**src/rtl/hdrp_pkg.sv**
```systemverilog
package hdrp_pkg;
    localparam int BYTE_W    = 8;
    localparam int LEN_W     = 32;
    localparam int MARK_LEN  = 13;
    localparam int MARK_IW   = $clog2(MARK_LEN);
    localparam logic [BYTE_W-1:0] TAG_FIRST = 8'h61;
    localparam logic [BYTE_W-1:0] TAG_LAST  = 8'h65;
    localparam logic [BYTE_W-1:0] TAG_WIDE  = 8'h65;
    localparam int SHORT_MAX = 255;
    localparam logic [2:0] NARROW_BYTES = 3'd2;
    localparam logic [2:0] WIDE_BYTES   = 3'd4;

    typedef enum logic [1:0] {
        ST_FOUND   = 2'd0,
        ST_MISS    = 2'd1,
        ST_PARSE   = 2'd2,
        ST_BADFILE = 2'd3
    } outcome_e;

    typedef enum logic [2:0] {
        S_IDLE,
        S_PREAMBLE,
        S_TAG,
        S_LENGTH,
        S_SKIP,
        S_PASS
    } walk_state_e;
endpackage

```
**src/rtl/hdrp_marker_rom.sv**
```systemverilog
module hdrp_marker_rom
    import hdrp_pkg::*;
(
    input  logic [MARK_IW-1:0] idx,
    output logic [BYTE_W-1:0]  expect_byte,
    output logic               is_last
);
    always_comb begin
        unique case (idx)
            4'd1:                         expect_byte = 8'h09;
            4'd2, 4'd4, 4'd6, 4'd8:       expect_byte = 8'h0F;
            4'd3, 4'd5, 4'd7, 4'd9:       expect_byte = 8'hF0;
            4'd12:                        expect_byte = 8'h01;
            default:                      expect_byte = 8'h00;
        endcase
    end

    assign is_last = (idx == MARK_IW'(MARK_LEN - 1));
endmodule

```
**src/rtl/hdrp_budget.sv**
```systemverilog
module hdrp_budget #(
    parameter int LIMIT = 100
) (
    input  logic          clk,
    input  logic          rst_n,
    input  logic          clr,
    input  logic          inc,
    output logic [$clog2(LIMIT+1)-1:0] count,
    output logic          hit_last
);
    localparam int CW = $clog2(LIMIT + 1);

    always_ff @(posedge clk or negedge rst_n) begin
        if (!rst_n) begin
            count <= '0;
        end else if (clr) begin
            count <= '0;
        end else if (inc) begin
            count <= count + CW'(1);
        end
    end

    assign hit_last = inc && (count == CW'(LIMIT - 1));
endmodule

```
**src/rtl/bitfile_hdr_parser.sv**
```systemverilog
module bitfile_hdr_parser
    import hdrp_pkg::*;
#(
    parameter int SEARCH_LIMIT = 100
) (
    input  logic        clk,
    input  logic        rst_n,
    input  logic        restart,
    input  logic        start,
    input  logic [7:0]  target_tag,
    input  logic        in_valid,
    output logic        in_ready,
    input  logic [7:0]  in_data,
    output logic        out_valid,
    input  logic        out_ready,
    output logic [7:0]  out_data,
    output logic        done,
    output logic [1:0]  done_code,
    output logic [31:0] sect_len,
    output logic        file_bad
);
    localparam int CW = $clog2(SEARCH_LIMIT + 1);

    walk_state_e          state_q, state_d;
    logic                 mark_ok_q, mark_ok_d;
    logic                 bad_q, bad_d;
    logic [BYTE_W-1:0]    want_q, want_d;
    logic [BYTE_W-1:0]    tag_q, tag_d;
    logic [2:0]           hdr_left_q, hdr_left_d;
    logic [LEN_W-1:0]     acc_q, acc_d;
    logic [LEN_W-1:0]     skip_q, skip_d;
    logic [MARK_IW-1:0]   midx_q, midx_d;
    logic                 done_q, done_d;
    outcome_e             code_q, code_d;
    logic [LEN_W-1:0]     slen_q, slen_d;

    logic                 accept;
    logic                 searching;
    logic                 budget_clr;
    logic                 budget_last;
    logic [CW-1:0]        budget_cnt;
    logic [BYTE_W-1:0]    mark_byte;
    logic                 mark_last;
    logic                 ended;
    logic [LEN_W-1:0]     acc_next;

    hdrp_marker_rom u_mark (
        .idx         (midx_q),
        .expect_byte (mark_byte),
        .is_last     (mark_last)
    );

    hdrp_budget #(.LIMIT(SEARCH_LIMIT)) u_budget (
        .clk      (clk),
        .rst_n    (rst_n),
        .clr      (budget_clr),
        .inc      (accept && searching),
        .count    (budget_cnt),
        .hit_last (budget_last)
    );

    assign accept     = in_valid && in_ready;
    assign searching  = (state_q == S_TAG) || (state_q == S_LENGTH) || (state_q == S_SKIP);
    assign budget_clr = restart || (start && ((state_q == S_IDLE) || (state_q == S_PASS)));
    assign acc_next   = {acc_q[LEN_W-9:0], in_data};

    // State and data registers
    always_ff @(posedge clk or negedge rst_n) begin
        if (!rst_n) begin
            state_q    <= S_IDLE;
            mark_ok_q  <= 1'b0;
            bad_q      <= 1'b0;
            want_q     <= '0;
            tag_q      <= '0;
            hdr_left_q <= '0;
            acc_q      <= '0;
            skip_q     <= '0;
            midx_q     <= '0;
            done_q     <= 1'b0;
            code_q     <= ST_FOUND;
            slen_q     <= '0;
        end else begin
            state_q    <= state_d;
            mark_ok_q  <= mark_ok_d;
            bad_q      <= bad_d;
            want_q     <= want_d;
            tag_q      <= tag_d;
            hdr_left_q <= hdr_left_d;
            acc_q      <= acc_d;
            skip_q     <= skip_d;
            midx_q     <= midx_d;
            done_q     <= done_d;
            code_q     <= code_d;
            slen_q     <= slen_d;
        end
    end

    // Next-state logic
    always_comb begin
        state_d    = state_q;
        mark_ok_d  = mark_ok_q;
        bad_d      = bad_q;
        want_d     = want_q;
        tag_d      = tag_q;
        hdr_left_d = hdr_left_q;
        acc_d      = acc_q;
        skip_d     = skip_q;
        midx_d     = midx_q;
        done_d     = 1'b0;
        code_d     = code_q;
        slen_d     = slen_q;
        ended      = 1'b0;

        if (restart) begin
            state_d   = S_IDLE;
            mark_ok_d = 1'b0;
            bad_d     = 1'b0;
        end else begin
            unique case (state_q)
                S_IDLE, S_PASS: begin
                    if (start) begin
                        want_d = target_tag;
                        if (bad_q) begin
                            done_d  = 1'b1;
                            code_d  = ST_BADFILE;
                            state_d = S_IDLE;
                        end else if (!mark_ok_q) begin
                            midx_d  = '0;
                            state_d = S_PREAMBLE;
                        end else begin
                            state_d = S_TAG;
                        end
                    end
                end
                S_PREAMBLE: begin
                    if (accept) begin
                        if (in_data != mark_byte) begin
                            bad_d   = 1'b1;
                            done_d  = 1'b1;
                            code_d  = ST_BADFILE;
                            state_d = S_IDLE;
                        end else if (mark_last) begin
                            mark_ok_d = 1'b1;
                            state_d   = S_TAG;
                        end else begin
                            midx_d = midx_q + MARK_IW'(1);
                        end
                    end
                end
                S_TAG: begin
                    if (accept) begin
                        if ((in_data < TAG_FIRST) || (in_data > TAG_LAST)) begin
                            ended   = 1'b1;
                            done_d  = 1'b1;
                            code_d  = ST_MISS;
                            state_d = S_IDLE;
                        end else begin
                            tag_d      = in_data;
                            hdr_left_d = (in_data == TAG_WIDE) ? WIDE_BYTES : NARROW_BYTES;
                            acc_d      = '0;
                            state_d    = S_LENGTH;
                        end
                    end
                end
                S_LENGTH: begin
                    if (accept) begin
                        acc_d      = acc_next;
                        hdr_left_d = hdr_left_q - 3'd1;
                        if (hdr_left_q == 3'd1) begin
                            if ((tag_q != TAG_WIDE) && (acc_next > LEN_W'(SHORT_MAX))) begin
                                ended   = 1'b1;
                                done_d  = 1'b1;
                                code_d  = ST_PARSE;
                                state_d = S_IDLE;
                            end else if (tag_q == want_q) begin
                                ended   = 1'b1;
                                done_d  = 1'b1;
                                code_d  = ST_FOUND;
                                slen_d  = acc_next;
                                state_d = S_PASS;
                            end else if (acc_next == '0) begin
                                state_d = S_TAG;
                            end else begin
                                skip_d  = acc_next;
                                state_d = S_SKIP;
                            end
                        end
                    end
                end
                S_SKIP: begin
                    if (accept) begin
                        skip_d = skip_q - LEN_W'(1);
                        if (skip_q == LEN_W'(1)) begin
                            state_d = S_TAG;
                        end
                    end
                end
                default: state_d = S_IDLE;
            endcase

            if (budget_last && !ended) begin
                done_d  = 1'b1;
                code_d  = ST_MISS;
                state_d = S_IDLE;
            end
        end
    end

    // Outputs
    always_comb begin
        unique case (state_q)
            S_PREAMBLE, S_TAG, S_LENGTH, S_SKIP: in_ready = 1'b1;
            S_PASS:                              in_ready = out_ready;
            default:                             in_ready = 1'b0;
        endcase
        out_valid = (state_q == S_PASS) && in_valid;
        out_data  = in_data;
        done      = done_q;
        done_code = code_q;
        sect_len  = slen_q;
        file_bad  = bad_q;
    end

    AST_BUDGET_CAP: assert property (@(posedge clk) disable iff (!rst_n)
        budget_cnt <= CW'(SEARCH_LIMIT));
    AST_SHORT_FOUND_LEN: assert property (@(posedge clk) disable iff (!rst_n)
        (done && done_code == ST_FOUND && tag_q != TAG_WIDE) |-> (sect_len <= 32'd255));
    AST_BADFILE_STICKY: assert property (@(posedge clk) disable iff (!rst_n)
        (file_bad && !restart) |=> file_bad);
    AST_BADFILE_NO_INTAKE: assert property (@(posedge clk) disable iff (!rst_n)
        file_bad |-> !in_ready);
    AST_PASS_NEEDS_MARK: assert property (@(posedge clk) disable iff (!rst_n)
        out_valid |-> mark_ok_q);
    AST_MARK_KEPT: assert property (@(posedge clk) disable iff (!rst_n)
        (mark_ok_q && !restart) |=> mark_ok_q);
endmodule

```
**config.mk**
```make
export PLATFORM = sky130hd
export DESIGN_NAME = bitfile_hdr_parser
export DESIGN_NICKNAME = d
export VERILOG_FILES = /design/src/rtl/hdrp_pkg.sv /design/src/rtl/hdrp_marker_rom.sv /design/src/rtl/hdrp_budget.sv /design/src/rtl/bitfile_hdr_parser.sv
export SDC_FILE = /design/constraint.sdc
export NUM_CORES = 1
export LEC_CHECK = 0
export BUFFER_PORTS_ARGS = -buffer_cell sky130_fd_sc_hd__buf_2
export CAP_MARGIN = 10
export CORE_UTILIZATION = 53
export DETAILED_ROUTE_END_ITERATION = 10
export PLACE_DENSITY = 0.75
export SLEW_MARGIN = 20
export SYNTH_ARGS = -nofsm -noshare
export SYNTH_HDL_FRONTEND = slang
export SYNTH_SLANG_ARGS = --single-unit
```
**constraint.sdc**
```tcl
create_clock -name clk -period 2.3 [get_ports clk]
set_input_delay 0.46 -clock clk [delete_from_list [all_inputs] [get_ports clk]]
set_output_delay 0.46 -clock clk [all_outputs]
set_load 0.005 [all_outputs]
```
==> results by stage <==
Power and ir drop:
- The cell internal power dissipation is 6.06 mW.
- The share of total power dissipated in sequential elements is 0.325.
- Summed over all nets, the switching power comes to 3.27 mW.
- The share of total power dissipated in combinational logic is 0.379.
- The power density normalized to cell area is 1050 mW/mm^2.
- The static leakage is 4.15 nW.
- Of the total power, the share spent switching nets is 0.350.
- The clock power share is 0.295.
- The worst-case IR drop observed on VDD is 0.000540 V.

Setup path:
- The slowest stage of the critical path belongs to the cell sky130_fd_sc_hd__or4_4.
- STA classifies the critical path endpoint as a flip-flop.
- STA classifies the critical path startpoint as a flip-flop.
- In this run the worst path has a maximum fanout of 5.
- In this design, the largest share of critical-path delay is due to simple AND/OR/NAND/NOR gates.
- The delay of the slowest critical-path stage is 0.50 ns.
- STA puts the critical path data arrival time at 2.82 ns.
- The type of the setup path with the least slack is flip-flop to flip-flop.
- STA puts the critical path data required time at 2.61 ns.
- Together, buffers and inverters on the worst path number 1.
- Traced cell by cell, the critical path runs through nor4_4, nand4_1, o21a_1, or4_4, or2_4, buf_12, a32o_1.

Floorplanning:
- The placeable core area is 0.0120 sq mm.
- In this run the count of I/O pins placed on the die edge is 68.
- The die is 113 microns tall.
- The die width is 113 microns.
- The die covers 0.0127 sq mm.
- The initial utilization of the core area, before any placement, comes to 0.543.
- In this run the core area contains 40 standard-cell rows.

Timing:
- The summed negative setup slack over all endpoints is -10.49 ns.
- The largest clock skew in the final design is 0.00748 ns.
- The final number of hold-violating endpoints is 0.
- The final cycle utilization of the critical path is 1.09.
- Static timing analysis puts the maximum clock frequency at 0.397 GHz.
- The clock period minus worst slack is 2.52 ns.
- The final-report max-slew violation count is 0.
- The final count of negative-setup-slack endpoints is 66.
- Setup repair after global routing could not meet its margin everywhere.
- The worst max-slew margin expressed relative to the limit is 0.555.
- The measured slew at the worst slew-check pin is 0.668 ns.
- Across all setup checks in the final design, the least slack found is -0.216 ns.

Detailed routing:
- After detailed routing, the number of vias per cell comes to 6.29.
- In the final routed layout, each cell accounts on average for 20.6 microns.
- The vias after detailed routing is 6118.
- The remaining design rule violation count is 0.
- Summed over all layers, the routed wires come to 20000 microns.
- Before antenna repair, the detailed router went through 5 iterations.
- The post-detailed-route count of antenna-violating nets is 0.
- The detailed router finished its first iteration with 461 violations.

Yosys:
- The number of warnings reported in the yosys synthesis log is 0.
- The cell area after technology mapping is 0.00652 sq mm.
- The proportion of synthesized flip-flops having asynchronous set or reset is 1.00.
- The post-synthesis area per instance is 10.0 sq um.
- The netlist uses 60 different library cells.
- The post-synthesis net count is 681.
- The post-synthesis sequential area ratio is 0.484.
- Synthesis inferred 126 register bits.
- The primary flip-flop cell chosen by synthesis mapping is sky130_fd_sc_hd__dfrtp_1.
- The cell count after synthesis came out at 650.
- In this run, synthesis inferred 0 flip-flops with an integrated enable.

CTS:
- The maximum clock insertion buffer count is 2.
- At the later pin of the worst-skew pair, clock insertion delay measures 0.42 ns.
- The clock tree from TritonCTS is done.
- Buffers inserted during clock tree synthesis total 17.
- The H-tree generated during clock tree synthesis spans 4 levels.
- The tree is rooted in a sky130_fd_sc_hd__clkbuf_16.
- After clock tree synthesis, the clock-pin slew on the worst setup and hold paths is 0.06 ns.
- The number of clock sinks seen by CTS is 126.

Min path:
- The min-delay analysis places its worst path in the category input port to asynchronous set/reset pin.

Final layout:
- The number of nets at the end of the flow is 843.
- The finished layout holds 972 standard cells, fillers aside.
- The synthesis-to-layout area growth is 36.5%.
- The multi-input combinational cells in the finished layout cover a total of 0.00352 sq mm.
- Once layout is complete, the utilization of the core stands at 0.740.
- In the final layout, the share of cells above drive strength 1 is 0.423.
- The area occupied by registers is 0.00316 sq mm.
- The number of fillers in the final layout is 768.
- The antenna diode count is 0.

Placement:
- The half-perimeter wire length of the detailed placement result is 12600 microns.
- The post-placement worst setup slack is -0.356 ns.
- The placed instance count is 930.
- The congestion estimate from routability-driven global placement came to 0.919.
- Buffers placed on the I/O ports in this run total 67.

Run status:
- The run finished, with violations left.
- The final reports fail on setup timing.

GRT:
- The wire length of the first global-routing pass is 31900 microns.
- The via count of the first global-routing pass came to 6272.
- Global routing finished with a remaining overflow of 0.
- The initial antenna violation count is 0.
- The overall routing resource usage is 0.328.
- The pin count of the biggest net entering global routing is 127.

Job:
- The total of max-cap violations is 0.
==> power groups by stage <==
| stage | clock (mW) | sequential, mW | combinational [mW] |
|---|---|---|---|
| 3_3_place_gp | 0 | 2.97 | 2.96 |
| 6_report | 2.75 | 3.04 | 3.54 |
| 2_1_floorplan | 0 | 2.99 | 1.59 |
| 3_5_place_dp | 0 | 3.00 | 3.06 |
| 5_1_grt | 2.88 | 3.07 | 3.78 |
| 4_1_cts | 2.77 | 2.99 | 3.23 |
==> per-stage QoR <==
step | power (mW) | cell area [sq um] | hold slack [ns]
after floorplan | 4.58 | 6580 | 0.164
after global placement | 5.93 | 7740 | 0.461
after detailed placement | 6.06 | 7740 | 0.470
after CTS | 8.99 | 8660 | 0.169
after global routing | 9.74 | 8890 | 0.194
final | 9.33 | 8890 | 0.140
==> repair_timing <==
| item | 4_1_cts | 5_1_grt |
|---|---|---|
| hold buffers | 0 | 0 |
| resized for setup | 58 | 54 |
| setup endpoints to repair | 69 | 73 |
| pin swaps | 16 | 13 |
| setup buffers | 4 | 3 |
| cloned | 3 | 0 |
==> cells in the mapped netlist (all sizes together), types with 3 or more instances <==
cell	instances	area [sq um]
nand4	13	81.3
ha	9	113
a22oi	5	37.5
nor2	50	188
clkbuf	23	86.3
o41ai	3	26.3
xnor2	10	87.6
and3	7	43.8
inv	14	52.6
xor2	6	52.6
a21o	4	30.0
or4	5	41.3
dfrtp	126	3150
a221oi	4	41.3
a22o	24	210
o32ai	4	35.0
nor2b	7	43.8
mux2i	6	60.1
and2	5	31.3
a211oi	6	45.0
o31ai	5	37.5
o21ai	36	180
or3	4	25.0
buf	19	143
nand2b	11	68.8
nor4	16	113
or2	9	56.3
a2bb2oi	4	35.0
nor3	15	75.1
nand2	51	191
nand3	24	120
a31oi	5	31.3
mux2	44	495
o22ai	9	62.6
a21oi	46	241
==> layout make-up <==
type	instances	share of cell area
Multi-Input combinational cell	468	0.396
Sequential cell	126	0.355
Timing Repair Buffer	185	0.154
Clock buffer	19	0.0498
Tap cell	147	0.0207
Clock inverter	13	0.0183
Inverter	14	0.00619
==> routing by layer <==
layer	wire, microns	global-route usage	vias to the layer above
met5	0	0	-
met4	995	0.181	0
met3	1260	0.0777	87
met2	9960	0.556	311
met1	7770	0.386	3010
li1	-	-	2710
==> logic make-up (layout without fill, tap and decap cells) <==
family | Yosys count | in the layout | share of synthesized area
muxes | 50 | 50 | 0.0853
buffers and inverters | 56 | 231 | 0.0432
DFF | 126 | 126 | 0.484
xor gates and xnor gates | 16 | 16 | 0.0215
AOI/OAI and AO/OA | 165 | 165 | 0.169
and+or+nand+nor | 228 | 228 | 0.180
adders and majority gates | 9 | 9 | 0.0173
==> flip-flops by register name, summed over array words and instances (netlist names), 2 cells and up <==
signal and count:
sect_len 32, skip_q 32, acc_q 24, tag_q 8
want_q 8, u_budget.count 7, midx_q 4, hdr_left_q 3
state_q 3, done_code 2
==> path summary, 6_finish.rpt <==
path | cells past startpoint | start | endpoint | slack (ns)
max | 7 | acc_q[14] | skip_q[31] | -0.22
max reg2reg | 7 | acc_q[14] | skip_q[31] | -0.22
min | 2 | rst_n | sect_len[24] | 0.14
min in group clk | 2 | target_tag[5] | want_q[5] | 0.27
max in group asynchronous | 2 | rst_n | midx_q[3] | 1.66
min reg2reg | 1 | hdr_left_q[1] | hdr_left_q[1] | 0.48
==> cells in the final DEF, fill, tap and decap left out, types with 7 or more instances in the layout <==
cell type,synthesis,final
sky130_fd_sc_hd__nand2b_1,11,10
sky130_fd_sc_hd__a22o_1,24,24
sky130_fd_sc_hd__xnor2_1,10,9
sky130_fd_sc_hd__inv_1,14,12
sky130_fd_sc_hd__buf_4,9,103
sky130_fd_sc_hd__a21oi_1,45,28
sky130_fd_sc_hd__o21ai_0,35,18
sky130_fd_sc_hd__mux2_2,36,36
sky130_fd_sc_hd__buf_2,6,66
sky130_fd_sc_hd__ha_1,9,7
sky130_fd_sc_hd__nand2_1,51,47
sky130_fd_sc_hd__o21ai_2,0,7
sky130_fd_sc_hd__and3_1,7,7
sky130_fd_sc_hd__nand4_1,13,13
sky130_fd_sc_hd__a21oi_2,0,17
sky130_fd_sc_hd__nand3_1,24,22
sky130_fd_sc_hd__nor2_1,50,44
sky130_fd_sc_hd__nor3_1,15,13
sky130_fd_sc_hd__dfrtp_1,126,123
sky130_fd_sc_hd__buf_6,4,7
sky130_fd_sc_hd__nor2b_1,7,7
sky130_fd_sc_hd__o21ai_1,1,10
sky130_fd_sc_hd__nor4_1,14,10
sky130_fd_sc_hd__clkbuf_16,0,17
No activity file was read; power rests on OpenSTA's default activity.
